[src/rtl/scan_pkg.sv]
package scan_pkg;

    localparam int CFG_W     = 16;
    localparam int RANGE_W   = 4;
    localparam int RATE_LSB  = 8;
    localparam int EOSSEL_LSB = 10;
    localparam int PASS_CW   = 6;

    typedef enum logic [1:0] {
        ST_IDLE = 2'd0,
        ST_LOAD = 2'd1,
        ST_SEEK = 2'd2,
        ST_WAIT = 2'd3
    } seq_st_e;

    // decide whether a finished pass raises end-of-sequence
    function automatic logic eos_fire(input logic [1:0] sel, input logic slow_pass);
        logic r;
        case (sel)
            2'b01:   r = slow_pass;
            2'b10:   r = 1'b1;
            default: r = ~slow_pass;
        endcase
        return r;
    endfunction

endpackage

[src/rtl/scan_cfg_reg.sv]
module scan_cfg_reg
    import scan_pkg::*;
(
    input  logic               clk,
    input  logic               rst_n,
    input  logic               we,
    input  logic [CFG_W-1:0]   wdata,
    output logic [CFG_W-1:0]   word,
    output logic [1:0]         rate,
    output logic [1:0]         eos_sel,
    output logic [RANGE_W-1:0] range_sel
);
    logic [CFG_W-1:0] word_d, word_q;

    always_comb begin
        word_d = word_q;
        if (we) word_d = wdata;
    end

    always_ff @(posedge clk) begin
        if (!rst_n) word_q <= '0;
        else        word_q <= word_d;
    end

    assign word      = word_q;
    assign rate      = word_q[RATE_LSB +: 2];
    assign eos_sel   = word_q[EOSSEL_LSB +: 2];
    assign range_sel = word_q[RANGE_W-1:0];
endmodule

[src/rtl/scan_pick.sv]
module scan_pick #(
    parameter int NCH = 8,
    localparam int IW = (NCH > 1) ? $clog2(NCH) : 1
) (
    input  logic [NCH-1:0] req,
    output logic           found,
    output logic [IW-1:0]  idx
);
    // lowest set bit wins: scan downward so the last hit is the smallest index
    always_comb begin
        found = 1'b0;
        idx   = '0;
        for (int i = NCH - 1; i >= 0; i--) begin
            if (req[i]) begin
                found = 1'b1;
                idx   = IW'(i);
            end
        end
    end
endmodule

[src/rtl/scan_pass_ctr.sv]
module scan_pass_ctr
    import scan_pkg::*;
#(
    parameter int CW = PASS_CW
) (
    input  logic       clk,
    input  logic       rst_n,
    input  logic       clr,
    input  logic       adv,
    input  logic [1:0] rate,
    output logic       is_zero
);
    logic [CW-1:0] cnt_d, cnt_q;
    logic [CW-1:0] wrap_mask;

    always_comb begin
        wrap_mask = CW'((7'd1 << {rate, 1'b0}) - 7'd1);
        cnt_d     = cnt_q;
        if (clr)
            cnt_d = '0;
        else if (adv)
            cnt_d = (cnt_q + CW'(1)) & wrap_mask;
    end

    always_ff @(posedge clk) begin
        if (!rst_n) cnt_q <= '0;
        else        cnt_q <= cnt_d;
    end

    assign is_zero = (cnt_q == '0);
endmodule

[src/rtl/scan_seq_top.sv]
module scan_seq_top
    import scan_pkg::*;
#(
    parameter int NCH = 8,
    localparam int IW = (NCH > 1) ? $clog2(NCH) : 1
) (
    input  logic               clk,
    input  logic               rst_n,
    input  logic               scan_en,
    input  logic [NCH-1:0]     reg_mask,
    input  logic [NCH-1:0]     slow_mask,
    input  logic               conv_done,
    input  logic               cfg_we,
    input  logic [CFG_W-1:0]   cfg_wdata,
    output logic [IW-1:0]      ch_idx,
    output logic               conv_stb,
    output logic               eos,
    output logic               busy,
    output logic               cfg_err,
    output logic [CFG_W-1:0]   cfg_rd,
    output logic [RANGE_W-1:0] range_sel
);
    typedef struct packed {
        seq_st_e        st;
        logic [NCH-1:0] todo;
        logic           slow_pass;
        logic           pend;
        logic [IW-1:0]  idx;
        logic           stb;
        logic           eos;
        logic           err;
    } seq_s;

    seq_s s_d, s_q;

    logic [1:0]    rate, eos_sel;
    logic          ctr_zero, ctr_clr, ctr_adv;
    logic          pick_found;
    logic [IW-1:0] pick_idx;
    logic          incl, end_pass;

    scan_cfg_reg cfg_i (
        .clk       (clk),
        .rst_n     (rst_n),
        .we        (cfg_we),
        .wdata     (cfg_wdata),
        .word      (cfg_rd),
        .rate      (rate),
        .eos_sel   (eos_sel),
        .range_sel (range_sel)
    );

    scan_pass_ctr #(.CW(PASS_CW)) ctr_i (
        .clk     (clk),
        .rst_n   (rst_n),
        .clr     (ctr_clr),
        .adv     (ctr_adv),
        .rate    (rate),
        .is_zero (ctr_zero)
    );

    scan_pick #(.NCH(NCH)) pick_i (
        .req   (s_q.todo),
        .found (pick_found),
        .idx   (pick_idx)
    );

    always_comb begin
        s_d      = s_q;
        s_d.stb  = 1'b0;
        s_d.eos  = 1'b0;
        ctr_clr  = 1'b0;
        ctr_adv  = 1'b0;
        end_pass = 1'b0;
        // a pending write clears the counter, so that pass counts as counter zero
        incl     = (rate == 2'b00) || s_q.pend || ctr_zero;

        case (s_q.st)
            ST_IDLE: begin
                ctr_clr  = 1'b1;
                s_d.pend = 1'b0;
                if (scan_en) s_d.st = ST_LOAD;
            end
            ST_LOAD: begin
                s_d.todo      = reg_mask | (incl ? (slow_mask & ~reg_mask) : '0);
                s_d.slow_pass = incl;
                ctr_clr       = s_q.pend;
                s_d.pend      = 1'b0;
                if (|(reg_mask & slow_mask)) s_d.err = 1'b1;
                s_d.st        = ST_SEEK;
            end
            ST_SEEK: begin
                if (pick_found) begin
                    s_d.idx            = pick_idx;
                    s_d.stb            = 1'b1;
                    s_d.todo[pick_idx] = 1'b0;
                    s_d.st             = ST_WAIT;
                end else begin
                    end_pass = 1'b1;
                end
            end
            ST_WAIT: begin
                if (conv_done) begin
                    if (s_q.todo == '0) end_pass = 1'b1;
                    else                s_d.st   = ST_SEEK;
                end
            end
            default: s_d.st = ST_IDLE;
        endcase

        if (end_pass) begin
            s_d.eos = eos_fire(eos_sel, s_q.slow_pass);
            ctr_adv = 1'b1;
            s_d.st  = scan_en ? ST_LOAD : ST_IDLE;
        end

        if (cfg_we) s_d.pend = 1'b1;
    end

    always_ff @(posedge clk) begin
        if (!rst_n) begin
            s_q.st        <= ST_IDLE;
            s_q.todo      <= '0;
            s_q.slow_pass <= 1'b0;
            s_q.pend      <= 1'b0;
            s_q.idx       <= '0;
            s_q.stb       <= 1'b0;
            s_q.eos       <= 1'b0;
            s_q.err       <= 1'b0;
        end else begin
            s_q <= s_d;
        end
    end

    assign ch_idx   = s_q.idx;
    assign conv_stb = s_q.stb;
    assign eos      = s_q.eos;
    assign busy     = (s_q.st != ST_IDLE);
    assign cfg_err  = s_q.err;
endmodule

[config.mk]
export PLATFORM = sky130hd
export DESIGN_NAME = scan_seq_top
export DESIGN_NICKNAME = d
export VERILOG_FILES = /design/src/rtl/scan_pkg.sv /design/src/rtl/scan_cfg_reg.sv /design/src/rtl/scan_pick.sv /design/src/rtl/scan_pass_ctr.sv /design/src/rtl/scan_seq_top.sv
export SDC_FILE = /design/constraint.sdc
export NUM_CORES = 1
export LEC_CHECK = 0
export BUFFER_PORTS_ARGS = -buffer_cell sky130_fd_sc_hd__buf_2
export CAP_MARGIN = 20
export CORE_AREA = 2 2 82 61
export DETAILED_ROUTE_END_ITERATION = 16
export DIE_AREA = 0 0 84 63
export GPL_ROUTABILITY_DRIVEN = 0
export GPL_TIMING_DRIVEN = 0
export MAX_ROUTING_LAYER = met4
export PLACE_DENSITY = 0.69
export SLEW_MARGIN = 20
export SYNTH_ARGS = -nofsm -noshare
export SYNTH_HDL_FRONTEND = slang
export SYNTH_SLANG_ARGS = --single-unit
[constraint.sdc]
create_clock -name clk -period 1.7 [get_ports clk]
set_clock_uncertainty 0.15 [all_clocks]
set_input_delay 0.085 -clock clk [delete_from_list [all_inputs] [get_ports clk]]
set_output_delay 0.085 -clock clk [all_outputs]
set_load 0.1 [all_outputs]
==> flow_metrics.tcl <==
set metrics [dict create \
    num-fill-cells 371 \
    die_h_um 63 \
    die_area_mm2 0.005292 \
    p_int_mw 1.697 \
    synth-seq-cells 40 \
    h-tree-depth 2 \
    grt_pass1_vias 1939 \
    crit_path_max_fanout 5 \
    synth_edf_count 0 \
    cp_top_family "simple AND/OR/NAND/NOR gates" \
    required_ps 1740 \
    antenna_cells 0 \
    arrival_ps 1850 \
    dpl_worst_slack_ps -308.4 \
    antenna_found_initial 0 \
    grt_pass1_wl_um 9294 \
    finalSetupViolCount 9 \
    worst_pin_slew_ps 580.0 \
    syn_inst 220 \
    yosysTopAreaCellShare_pct 40.97 \
    syn_nets 262 \
    cts_num_sinks 40 \
    finalWirelength_um 5774 \
    min-delay-start "reg_mask[0]" \
    drtIter0Drc 135 \
    setup_slack_ps -116.7 \
    reg2reg_depth 5 \
    syn_area_mm2 0.001954 \
    slew_headroom_pct 61.33 \
    yosys_warnings 0 \
    initial_core_util_pct 42.99 \
    holdPathStages 5 \
    cts_buffers 5 \
    area_growth_pct 48.27 \
    max_freq_ghz 0.5505 \
    postPlaceCellArea_mm2 0.002347 \
    slowest_stage "or4_4" \
    dr.pass1.iters 4 \
    crit_path_cell_trace "or4_4, buf_4, a211oi_4, and3_1, o22ai_1" \
    seq_power_share_pct 39.2 \
    grt.overflow.total 0 \
    ctsLongestPathBuffers 2 \
    synth_area_per_cell_um2 8.884 \
    viasPerCell 5.366 \
    ff_latch_area_um2 828.3 \
    fin_area_mm2 0.002898 \
    multi_input_area_mm2 0.001102 \
    status "finished with violations" \
    p_switching_mw 1.127 \
    grt_usage_pct 22.78 \
    drv_cap 0 \
    chipWidth_um 84 \
    drive_gt1_share_pct 35.98 \
    rsz0062_at_grt "yes" \
    yosysSeqAreaShare_pct 40.97 \
    ir_drop_mv 0.7087 \
    cts.root.buffer_cell "clkbuf_8" \
    pin_count 64 \
    reg2reg_setup_slack_ps -120 \
    slew_viol_final 0 \
    start_kind "flop" \
    hpwlAfterDp_um 3302 \
    fin_nets 369 \
    wl_per_cell_um 15.00 \
    ys.flop_type "dfxtp_1" \
    min_period_over_period_pct 106.9 \
    end_kind "flop" \
    p_clk_share_pct 22.7 \
    period_needed_ps 1817 \
    hp-class "in -> reg" \
    grt_max_degree 14 \
    power.share.switching_pct 39.91 \
    dr_total_vias 2066 \
    tritoncts "built" \
    crit_buf_inv 1 \
    powerDensity_mw_per_mm2 974.6 \
    p_leak_nw 1.268 \
    comb_power_share_pct 38.2 \
    drc 0 \
    synth.largest_area_cell "dfxtp_1" \
    hold_viol 0 \
    synthArstFlopShare_pct 0 \
    clk_pin_slew_worst_paths_ps 90 \
    violations "setup timing" \
    ys_types 42 \
    rows 21 \
    fin_worst_hold_slack_ps 26.97 \
    path_class "reg -> reg" \
    core_area_mm2 0.004546 \
    whs_endpoint "cfg_err" \
    io_buffers 62 \
    synthTopCellsByArea "dfxtp_1, mux2i_1, nor2_1" \
    cpPeakStageDelay_ps 560 \
    antenna_left 0 \
    clock_latency_ps 300 \
    r2r_end "s_q[15]" \
    crit-reg2reg-launch "s_q[9]" \
]
## repair_timing
item / CTS / global route
endpoints found under the hold margin: 24 / 0
resized for setup: 16 / 16
setup buffers: 5 / 4
pin swaps: 11 / 3
gates cloned: 0 / 1
hold buffers: 31 / 0
endpoints found under the setup margin: 17 / 17
## kinds of logic after synthesis
kind of cell	share of synthesized area, %
and+or+nand+nor	23.05
AOI/OAI and AO/OA	17.16
DFF	40.97
buffers and inverters	6.402
muxes	8.771
adders and majority gates	3.201
xor gates and xnor gates	0.4482
## registers in the layout, indices dropped and copies added (netlist names)
signal and cells:
ch_idx 3, s_q 12, ctr_i.cnt_q 6, conv_stb 1, cfg_err 1, cfg_i.word 16, eos 1
## cells in the final DEF, fill, tap and decap left out, types with 2 or more instances in the layout
cell type      netlist  routed
o21a_1               2       2
nand2b_1             6       5
dfxtp_1             40      28
a21oi_2              0       2
buf_2                1      64
a31oi_1              2       2
nor4_4               2       2
ha_1                 5       5
inv_1                9       9
a211oi_2             0       2
a21oi_1             19      17
a211oi_1             6       3
buf_4                7      16
dfxtp_2              0       7
dfxtp_4              0       5
clkbuf_1             8       4
a22oi_1              4       4
o32ai_1              2       2
and3_1               3       3
dlygate4sd3_1        0      31
nand2_1              7       7
mux2i_1             16      16
nand3_1              9       9
nor2_1              28      28
o21ai_0              9       7
clkbuf_8             0       5
or4_1                3       2
o21ai_1              0       2
nor3_1               5       4
o22ai_1              3       3
nor2b_1              5       5
## area by class of cell
| type | instances | area share (%) |
|---|---|---|
| multi-input cells | 155 | 38.04 |
| flip-flops and latches | 40 | 28.58 |
| repair buffers | 102 | 23.96 |
| plain buffers | 14 | 2.850 |
| clock buffers | 6 | 2.504 |
| well taps | 57 | 2.461 |
| inverters | 9 | 1.166 |
| clock inverters | 2 | 0.4318 |
## layer usage
metal	GRT usage (%)	part of all wire (%)	up-vias
met5	-	0	-
met4	8.266	2.4	0
met3	5.152	6.8	16
met2	35.20	46	98
met1	29.38	45	946
li1	-	-	1006
## synthesized netlist by cell type, drive strengths merged, types with 6 or more instances
cell	instances
dfxtp	40
nor2	28
a21oi	19
mux2i	16
buf	9
inv	9
nand3	9
o21ai	9
clkbuf	8
nand2	7
a211oi	6
nand2b	6
## through the flow
| step | utilization, % | power (mW) | std cells | setup TNS (ps) |
|---|---|---|---|---|
| 2_1_floorplan | - | 1.794 | 220 | -302.9 |
| 3_3_place_gp | 51.64 | 1.962 | 339 | -2795 |
| 3_5_place_dp | 51.64 | 1.969 | 339 | -2913 |
| 4_1_cts | 61.88 | 2.721 | 380 | -826.0 |
| 5_1_grt | 63.75 | 2.947 | 385 | -1612 |
| 6_report | 63.75 | 2.824 | 385 | -803.6 |
## worst min-delay path: stages
cell and delay [ps]:
buf_2 90, a22oi_1 60, nand4_1 80, a21oi_1 60
nor2_1 70
## power by group through the flow
stage               Clock, mW  Sequential [mW]  Combinational, mW
global placement            0             1.11              0.856
CTS                     0.649             1.10              0.973
floorplan                   0             1.30              0.493
global route            0.680             1.12               1.15
detailed placement          0             1.11              0.862
finish                  0.640             1.11               1.08
## worst max path at each step
| stage | startpoint | endpoint | slack [ps] | cells after the start |
|---|---|---|---|---|
| after floorplan | s_q[15] | ctr_i.cnt_q[5] | -70 | 4 |
| after CTS | s_q[9] | ctr_i.cnt_q[1] | -140 | 4 |
| final | s_q[9] | s_q[15] | -120 | 5 |
| after global placement | s_q[8] | ctr_i.cnt_q[1] | -300 | 4 |
| after detailed placement | s_q[8] | ctr_i.cnt_q[1] | -310 | 4 |
| after global routing | s_q[9] | ctr_i.cnt_q[3] | -210 | 4 |
Note: power is estimated with default switching activity, not from simulation.
